`src/rtl/conv_seq_pkg.sv`:
```
package conv_seq_pkg;
    typedef enum logic [1:0] {
        ST_START = 2'd0,
        ST_WAIT  = 2'd1,
        ST_SLEEP = 2'd2,
        ST_CAL   = 2'd3
    } seq_state_t;
endpackage

```
`src/rtl/conv_chan_ptr.sv`:
```
module conv_chan_ptr #(
    parameter int NUM_CH = 8,
    localparam int PW = $clog2(NUM_CH)
) (
    input  logic          clk,
    input  logic          rst_n,
    input  logic          clr,
    input  logic          adv,
    output logic [PW-1:0] ptr,
    output logic          last
);
    assign last = (ptr == PW'(NUM_CH - 1));

    always_ff @(posedge clk or negedge rst_n) begin
        if (!rst_n) begin
            ptr <= '0;
        end else if (clr) begin
            ptr <= '0;
        end else if (adv) begin
            ptr <= last ? '0 : ptr + PW'(1);
        end
    end
endmodule

```
`src/rtl/conv_scan_tally.sv`:
```
module conv_scan_tally #(
    parameter int LIMIT = 4,
    localparam int CW = $clog2(LIMIT + 1)
) (
    input  logic          clk,
    input  logic          rst_n,
    input  logic          clr,
    input  logic          inc,
    output logic [CW-1:0] count
);
    always_ff @(posedge clk or negedge rst_n) begin
        if (!rst_n) begin
            count <= '0;
        end else if (clr) begin
            count <= '0;
        end else if (inc && (count != CW'(LIMIT))) begin
            count <= count + CW'(1);
        end
    end
endmodule

```
`src/rtl/conv_sequencer.sv`:
```
module conv_sequencer
    import conv_seq_pkg::*;
#(
    parameter int NUM_CH       = 8,
    parameter int NUM_LNR      = 4,
    parameter int SETTLE_SCANS = 4,
    localparam int PW = $clog2(NUM_CH),
    localparam int CW = $clog2(SETTLE_SCANS + 1)
) (
    input  logic               clk,
    input  logic               rst_n,
    input  logic               sleep_bit,
    input  logic               cal_req,
    input  logic               lnr_en,
    input  logic               conv_done,
    output logic               conv_start,
    output logic               mod_rst,
    output logic               filt_rst,
    output logic [NUM_LNR-1:0] lnr_clr,
    output logic               cal_ack,
    output logic [PW-1:0]      chan,
    output logic               scan_done,
    output logic               settled
);
    seq_state_t state_q, state_d;
    logic       ptr_last;
    logic       ptr_adv;
    logic [CW-1:0] tally;
    logic [CW-1:0] settle_thr;

    // state register
    always_ff @(posedge clk or negedge rst_n) begin
        if (!rst_n) state_q <= ST_START;
        else        state_q <= state_d;
    end

    // next-state logic: sleep outranks calibration access, which outranks conv_done
    always_comb begin
        state_d = state_q;
        unique case (state_q)
            ST_START: begin
                if (sleep_bit)    state_d = ST_SLEEP;
                else if (cal_req) state_d = ST_CAL;
                else              state_d = ST_WAIT;
            end
            ST_WAIT: begin
                if (sleep_bit)      state_d = ST_SLEEP;
                else if (cal_req)   state_d = ST_CAL;
                else if (conv_done) state_d = ST_START;
            end
            ST_SLEEP: begin
                if (!sleep_bit) state_d = cal_req ? ST_CAL : ST_START;
            end
            ST_CAL: begin
                if (sleep_bit)     state_d = ST_SLEEP;
                else if (!cal_req) state_d = ST_START;
            end
        endcase
    end

    // outputs decoded from the current state
    always_comb begin
        conv_start = 1'b0;
        mod_rst    = 1'b0;
        filt_rst   = 1'b0;
        cal_ack    = 1'b0;
        lnr_clr    = '0;
        ptr_adv    = 1'b0;
        unique case (state_q)
            ST_START: conv_start = 1'b1;
            ST_WAIT:  ptr_adv = conv_done && !sleep_bit && !cal_req;
            ST_SLEEP: begin
                lnr_clr = '1;
                cal_ack = cal_req;
            end
            ST_CAL: begin
                mod_rst  = 1'b1;
                filt_rst = 1'b1;
                cal_ack  = 1'b1;
            end
        endcase
    end

    assign scan_done = ptr_adv && ptr_last;

    conv_chan_ptr #(.NUM_CH(NUM_CH)) ptr_i (
        .clk   (clk),
        .rst_n (rst_n),
        .clr   (sleep_bit),
        .adv   (ptr_adv),
        .ptr   (chan),
        .last  (ptr_last)
    );

    conv_scan_tally #(.LIMIT(SETTLE_SCANS)) tally_i (
        .clk   (clk),
        .rst_n (rst_n),
        .clr   (sleep_bit || cal_req),
        .inc   (scan_done),
        .count (tally)
    );

    assign settle_thr = lnr_en ? CW'(SETTLE_SCANS) : CW'(1);
    assign settled    = (tally >= settle_thr);
endmodule

```
`config.mk`:
```
export PLATFORM = sky130hd
export DESIGN_NAME = conv_sequencer
export DESIGN_NICKNAME = d
export VERILOG_FILES = /design/src/rtl/conv_seq_pkg.sv /design/src/rtl/conv_chan_ptr.sv /design/src/rtl/conv_scan_tally.sv /design/src/rtl/conv_sequencer.sv
export SDC_FILE = /design/constraint.sdc
export NUM_CORES = 1
export LEC_CHECK = 0
export ABC_AREA = 0
export BUFFER_PORTS_ARGS = -buffer_cell sky130_fd_sc_hd__buf_4
export CAP_MARGIN = 10
export CORE_AREA = 3 3 40 42
export CTS_CLUSTER_DIAMETER = 150
export CTS_CLUSTER_SIZE = 16
export DETAILED_ROUTE_END_ITERATION = 8
export DIE_AREA = 0 0 43 45
export PLACE_DENSITY_LB_ADDON = 0.15
export SLEW_MARGIN = 20
export SYNTH_ARGS = -nofsm -noshare
export SYNTH_HDL_FRONTEND = slang
export SYNTH_SLANG_ARGS = --single-unit
```
`constraint.sdc`:
```
create_clock -name clk -period 3.47 [get_ports clk]
set_clock_uncertainty 0.05 [all_clocks]
set_input_delay 0.1735 -clock clk [delete_from_list [all_inputs] [get_ports clk]]
set_output_delay 0.1735 -clock clk [all_outputs]
set_load 0.01 [all_outputs]
```
Yosys cells after proc, flatten, opt, wreduce, memory -nomap -nowiden
Cells that the tools add are included. W data, S select, Z words.

Magnitude comparators: 1. Multiplexer cells: 21. Equality and inequality tests: 8. Bitwise logic cells: 0. Shift operators: 0. Reduce and logical (&&, ||, !) cells: 11. $add $sub $neg: 2. Multiply operators: 0. Div/mod/pow operators: 0.

Operator list (count): $mux W2 (9); $mux W3 (6); $pmux W2 S4 (1); $add A3 B1 Y3 const B (2); $ne A3 B3 Y1 const B (2); $eq A2 B2 Y1 const B (2); $logic_and A1 B1 Y1 (4); $mux W4 (1); $ne A4 B4 Y1 const B (1); $reduce_bool A2 Y1 (2); $eq A3 B3 Y1 const B (1); $ge A3 B3 Y1 (1); $mux W1 (3); $reduce_and A3 Y1 (1); $eq A2 B1 Y1 const B (1); $logic_not A1 Y1 (2); $logic_not A2 Y1 (1); $ne A2 B2 Y1 const B (1); $pmux W1 S2 (1); $logic_or A1 B1 Y1 (1).

Bits in writable memories: 0. Output and inout bits: 13. Memories: 0. Bits in latches: 0. Bits in read-only memories: 0. Register bits: 8. Logic and storage cells: 46. Input bits: 6.

Depth between registers and ports, before layout
Word-level depth: 8. Depth in mapped cells: 5. Depth with buffers taken out: 5.

Hierarchy
Synthesis repeated with hierarchy kept, for this count alone.

Cells, all modules: 54. Area total of the unflattened synthesis: 561.8 um^2.

Modules (own cells, without submodules): conv_sequencer (instances 1, seq. area each 50.0 um^2, area an instance 216.5 um^2, cells each 25); conv_scan_tally (instances 1, seq. area each 75.1 um^2, area an instance 193.9 um^2, cells each 17); conv_chan_ptr (instances 1, seq. area each 75.1 um^2, area an instance 151.4 um^2, cells each 12).

Least setup slack after synthesis
Ideal clock, no wire load.

Path type: reg2reg. Start point: register ptr_i.ptr[0]. End point: register ptr_i.ptr[2]. Library setup time: 125 ps. Arrival time: 1122 ps. Data required time: 3295 ps. Cell stages (with the launch flop): 4. Path buffers: 0. Clock period less this slack: 1297 ps. Setup slack: 2173 ps. Cells stage by stage: dfrtp_1 > ha_1 > ha_1 > mux2_2.

Longest elaborated chain between the ends: 4. Elaborated cells between the ends (all ways): 5. Classes of those cells: add/sub: 1; eq/ne: 1; mux: 3.

Ends and longest elaborated chain: from (decl) (line conv_chan_ptr.sv:9) `output logic [PW-1:0] ptr,`; from (signal assigned) (line conv_chan_ptr.sv:20) `ptr <= last ? '0 : ptr + PW'(1);`; $add A3 B1 Y3 / $eq A3 B3 Y1 (equally long branches) (line conv_chan_ptr.sv:20, conv_chan_ptr.sv:12); $mux W3 * (line conv_chan_ptr.sv:20); $mux W3 * (line conv_chan_ptr.sv:19) `end else if (adv) begin`; $mux W3 * (line conv_chan_ptr.sv:17) `end else if (clr) begin`.

Every way passes the cells marked *; elsewhere a longest branch is shown, timed or not. The select of a mux whose other input is x is not followed. A chain may end at the register's enable or synchronous reset.

Final worst setup path
Start point: register tally_i.count[0]. End point: output port settled.

Longest elaborated chain between the ends: 1.

Ends and longest elaborated chain: from (decl) (line conv_scan_tally.sv:9) `output logic [CW-1:0] count`; from (signal assigned) (line conv_scan_tally.sv:17) `count <= count + CW'(1);`; $ge A3 B3 Y1 (line conv_sequencer.sv:104) `assign settled = (tally >= settle_thr);`; to (decl) (line conv_sequencer.sv:23) `output logic settled`.

Every way passes these cells.

==> flow_summary.ini <==
[clock_network]
cts_setup_buffers = 0
htreeDepth = 1
holdBufCountCts = 1
clock_latency_ns = 0.26
cts-buffers-inserted = 3
cts_tree = built
cts.clk_slew.worst_paths_ns = 0.05
max-clock-path-buffers = 2
cts_sinks = 8
postCtsResizedCells = 0
cts-root-buf = clkbuf_4

[grt]
grt_pass1_wl_mm = 1.72
antenna_found_initial = 0
grt_max_degree = 9
grt_pass1_vias = 416
grt_usage_pct = 12.6
grt.overflow.total = 0

[placed_design]
port_buffers = 18
dp_hpwl_um = 815
globalplace.congestion = 0.644
place_area_um2 = 672
pre_cts_ws_ns = 2.09

[critical_path]
cp_top_family = flip-flops
critPathMaxFanout = 4
cp.arrival_ns = 1.44
critPathLaunchType = flip-flop
rr_startpoint = ptr_i.ptr[0]
critPathMaxStageDelay_ns = 0.39
rr_worst_depth = 4
startpoint = tally_i.count[0]
slowest_stage = dfrtp_1
r2r_slack_ns = 2.11
r2r-end = tally_i.count[0]
worstSetupPathType = flip-flop to primary output
path_cells = inv_1 > ha_1 > nor2_1 > nand2_1 > a21o_1 > buf_4
critPathCaptureType = primary output
required_ns = 3.25
cp_num_buf_inv = 2

[die]
dieHeight_um = 45
num_rows = 13
coreArea_um2 = 1280
die_area_um2 = 1940
start_util_pct = 42.6
die_w_um = 43
num_io_pins = 19

[yosys]
synth_top_cell_by_area = dfrtp_1
async_flop_share_pct = 100
synth_top_area_share_pct = 36.5
synth_edf_count = 0
synth_area_leaders = dfrtp_1 (37%), ha_1 (14%), mux2i_1 (5.5%)
synthCells = 56
ys_ff_latch = 8
ys_types = 24
synth_area_um2 = 548
synth_most_common_cell = dfrtp_1
yosysWarnings = 0
yosysSeqAreaShare_pct = 36.5
synthTopCellsByCount = dfrtp_1 (8), ha_1 (6), nand2_1 (5), nor2_1 (5)
synth_area_per_cell_um2 = 9.79
synth_fp_nets = 68
synth_flop_cell = dfrtp_1

[detailed_routing]
wl_mm = 1.04
drtPass1Iterations = 1
drt_iter0_drc = 0
vias = 442
drc_errors = 0
postRouteAntennaNets = 0
viasPerCell = 4.97
wl_per_cell_um = 11.7

[final_layout]
nNetsFinal = 88
fin_util_pct = 54.8
area.growth.synth_to_final_pct = 28.5
design_area_um2 = 704
register_area_um2 = 200
diodes = 0
drive_gt1_share_pct = 35.1
fillers = 132
multiInputGateArea_um2 = 299

[timing]
tightest_slew_ns = 0.272
slew_violations = 0
period_minus_slack_ns = 1.66
period_share_pct = 47.8
finalWorstSetupSlack_ns = 1.81
max-slew-margin-rel_pct = 81.9
fin_setup_tns_ns = 0
hold_viol = 0
max_freq_ghz = 0.602
final-setup-viol-count = 0
grt_setup_unrepaired = false

[outcome]
outcome = completed

[pwr]
ir_worst_vdd_mv = 0.139
cellPowerDensity_nw_per_um2 = 293
power_leakage_nw = 0.388

[min_path]
hold_start = sleep_bit
hold_end = state_q[0]
worstHoldPathCells = 2
hp-class = primary input to flip-flop

[job]
drv_cap = 0
==> worst max-delay path by stage <==
| stage | endpoint | cells after the start |
|---|---|---|
| finish | settled | 6 |
| global route | settled | 6 |
| CTS | settled | 6 |
| detailed placement | settled | 6 |
| global placement | settled | 6 |
| floorplan | ptr_i.ptr[2] | 3 |
==> flip-flops by register name (all words and copies together), names as in the netlist <==
register and cells:
tally_i.count 3, state_q 2, ptr_i.ptr 3
==> cells in the final DEF (no fill, tap or decap) <==
| master | synthesis | layout |
|---|---|---|
| nand2_1 | 5 | 5 |
| dfrtp_1 | 8 | 8 |
| and2_1 | 1 | 1 |
| nand2b_1 | 2 | 2 |
| dlygate4sd3_1 | 0 | 1 |
| nand4_1 | 1 | 1 |
| a21o_1 | 1 | 1 |
| o21a_1 | 1 | 1 |
| mux2_2 | 2 | 2 |
| and3b_1 | 1 | 1 |
| nor2_4 | 1 | 1 |
| ha_1 | 6 | 6 |
| nor2b_1 | 1 | 1 |
| nor3_1 | 2 | 2 |
| clkbuf_4 | 0 | 3 |
| nor2_1 | 5 | 5 |
| a21oi_1 | 1 | 1 |
| inv_1 | 4 | 4 |
| buf_4 | 4 | 18 |
| a31oi_1 | 1 | 1 |
| and3_1 | 1 | 1 |
| nor3_4 | 1 | 1 |
| mux2i_1 | 3 | 3 |
| and2b_1 | 2 | 2 |
| nand4b_1 | 1 | 1 |
| inv_2 | 1 | 1 |
==> kinds of logic (layout without fill, tap and decap cells) <==
kind of cell / Yosys count / count (layout) / share of synthesized area, %
AND/OR/NAND/NOR: 24 / 24 / 26.5
buffers and inverters: 9 / 27 / 8.90
flip-flops: 8 / 8 / 36.5
adder cells (fa/ha/maj): 6 / 6 / 13.7
multiplexers: 5 / 5 / 9.59
AO/OA/AOI/OAI: 4 / 4 / 4.80
==> cell type report <==
cell class                      instances  area share, %
Tap cell                               15           2.66
Multi-Input combinational cell         39           42.5
Inverter                                5           2.66
Clock buffer                            3           3.20
Sequential cell                         8           28.4
Timing Repair Buffer                   19           20.6
==> report_power, final <==
group	switching, mW	internal, mW
registers	0.00283	0.0949
logic	0.0172	0.0188
clock network	0.0331	0.0397
==> stage by stage <==
stage / std cells / hold WS (ns) / power [mW]
2_1_floorplan: 56 / -0.172 / 0.118
3_3_place_gp: 85 / -0.0512 / 0.135
3_5_place_dp: 85 / -0.0500 / 0.135
4_1_cts: 89 / 0.0649 / 0.211
5_1_grt: 89 / 0.0749 / 0.217
6_report: 89 / 0.0658 / 0.207
==> layer usage <==
metal | vias up | GRT usage [%] | routed length, µm
met1 | 199 | 14.6 | 444
li1 | 222 | - | -
met4 | 0 | 10.8 | 36
met5 | - | 0 | 0
met3 | 5 | 3.59 | 92
met2 | 16 | 19.2 | 467
No activity file was read; power rests on OpenSTA's default activity.
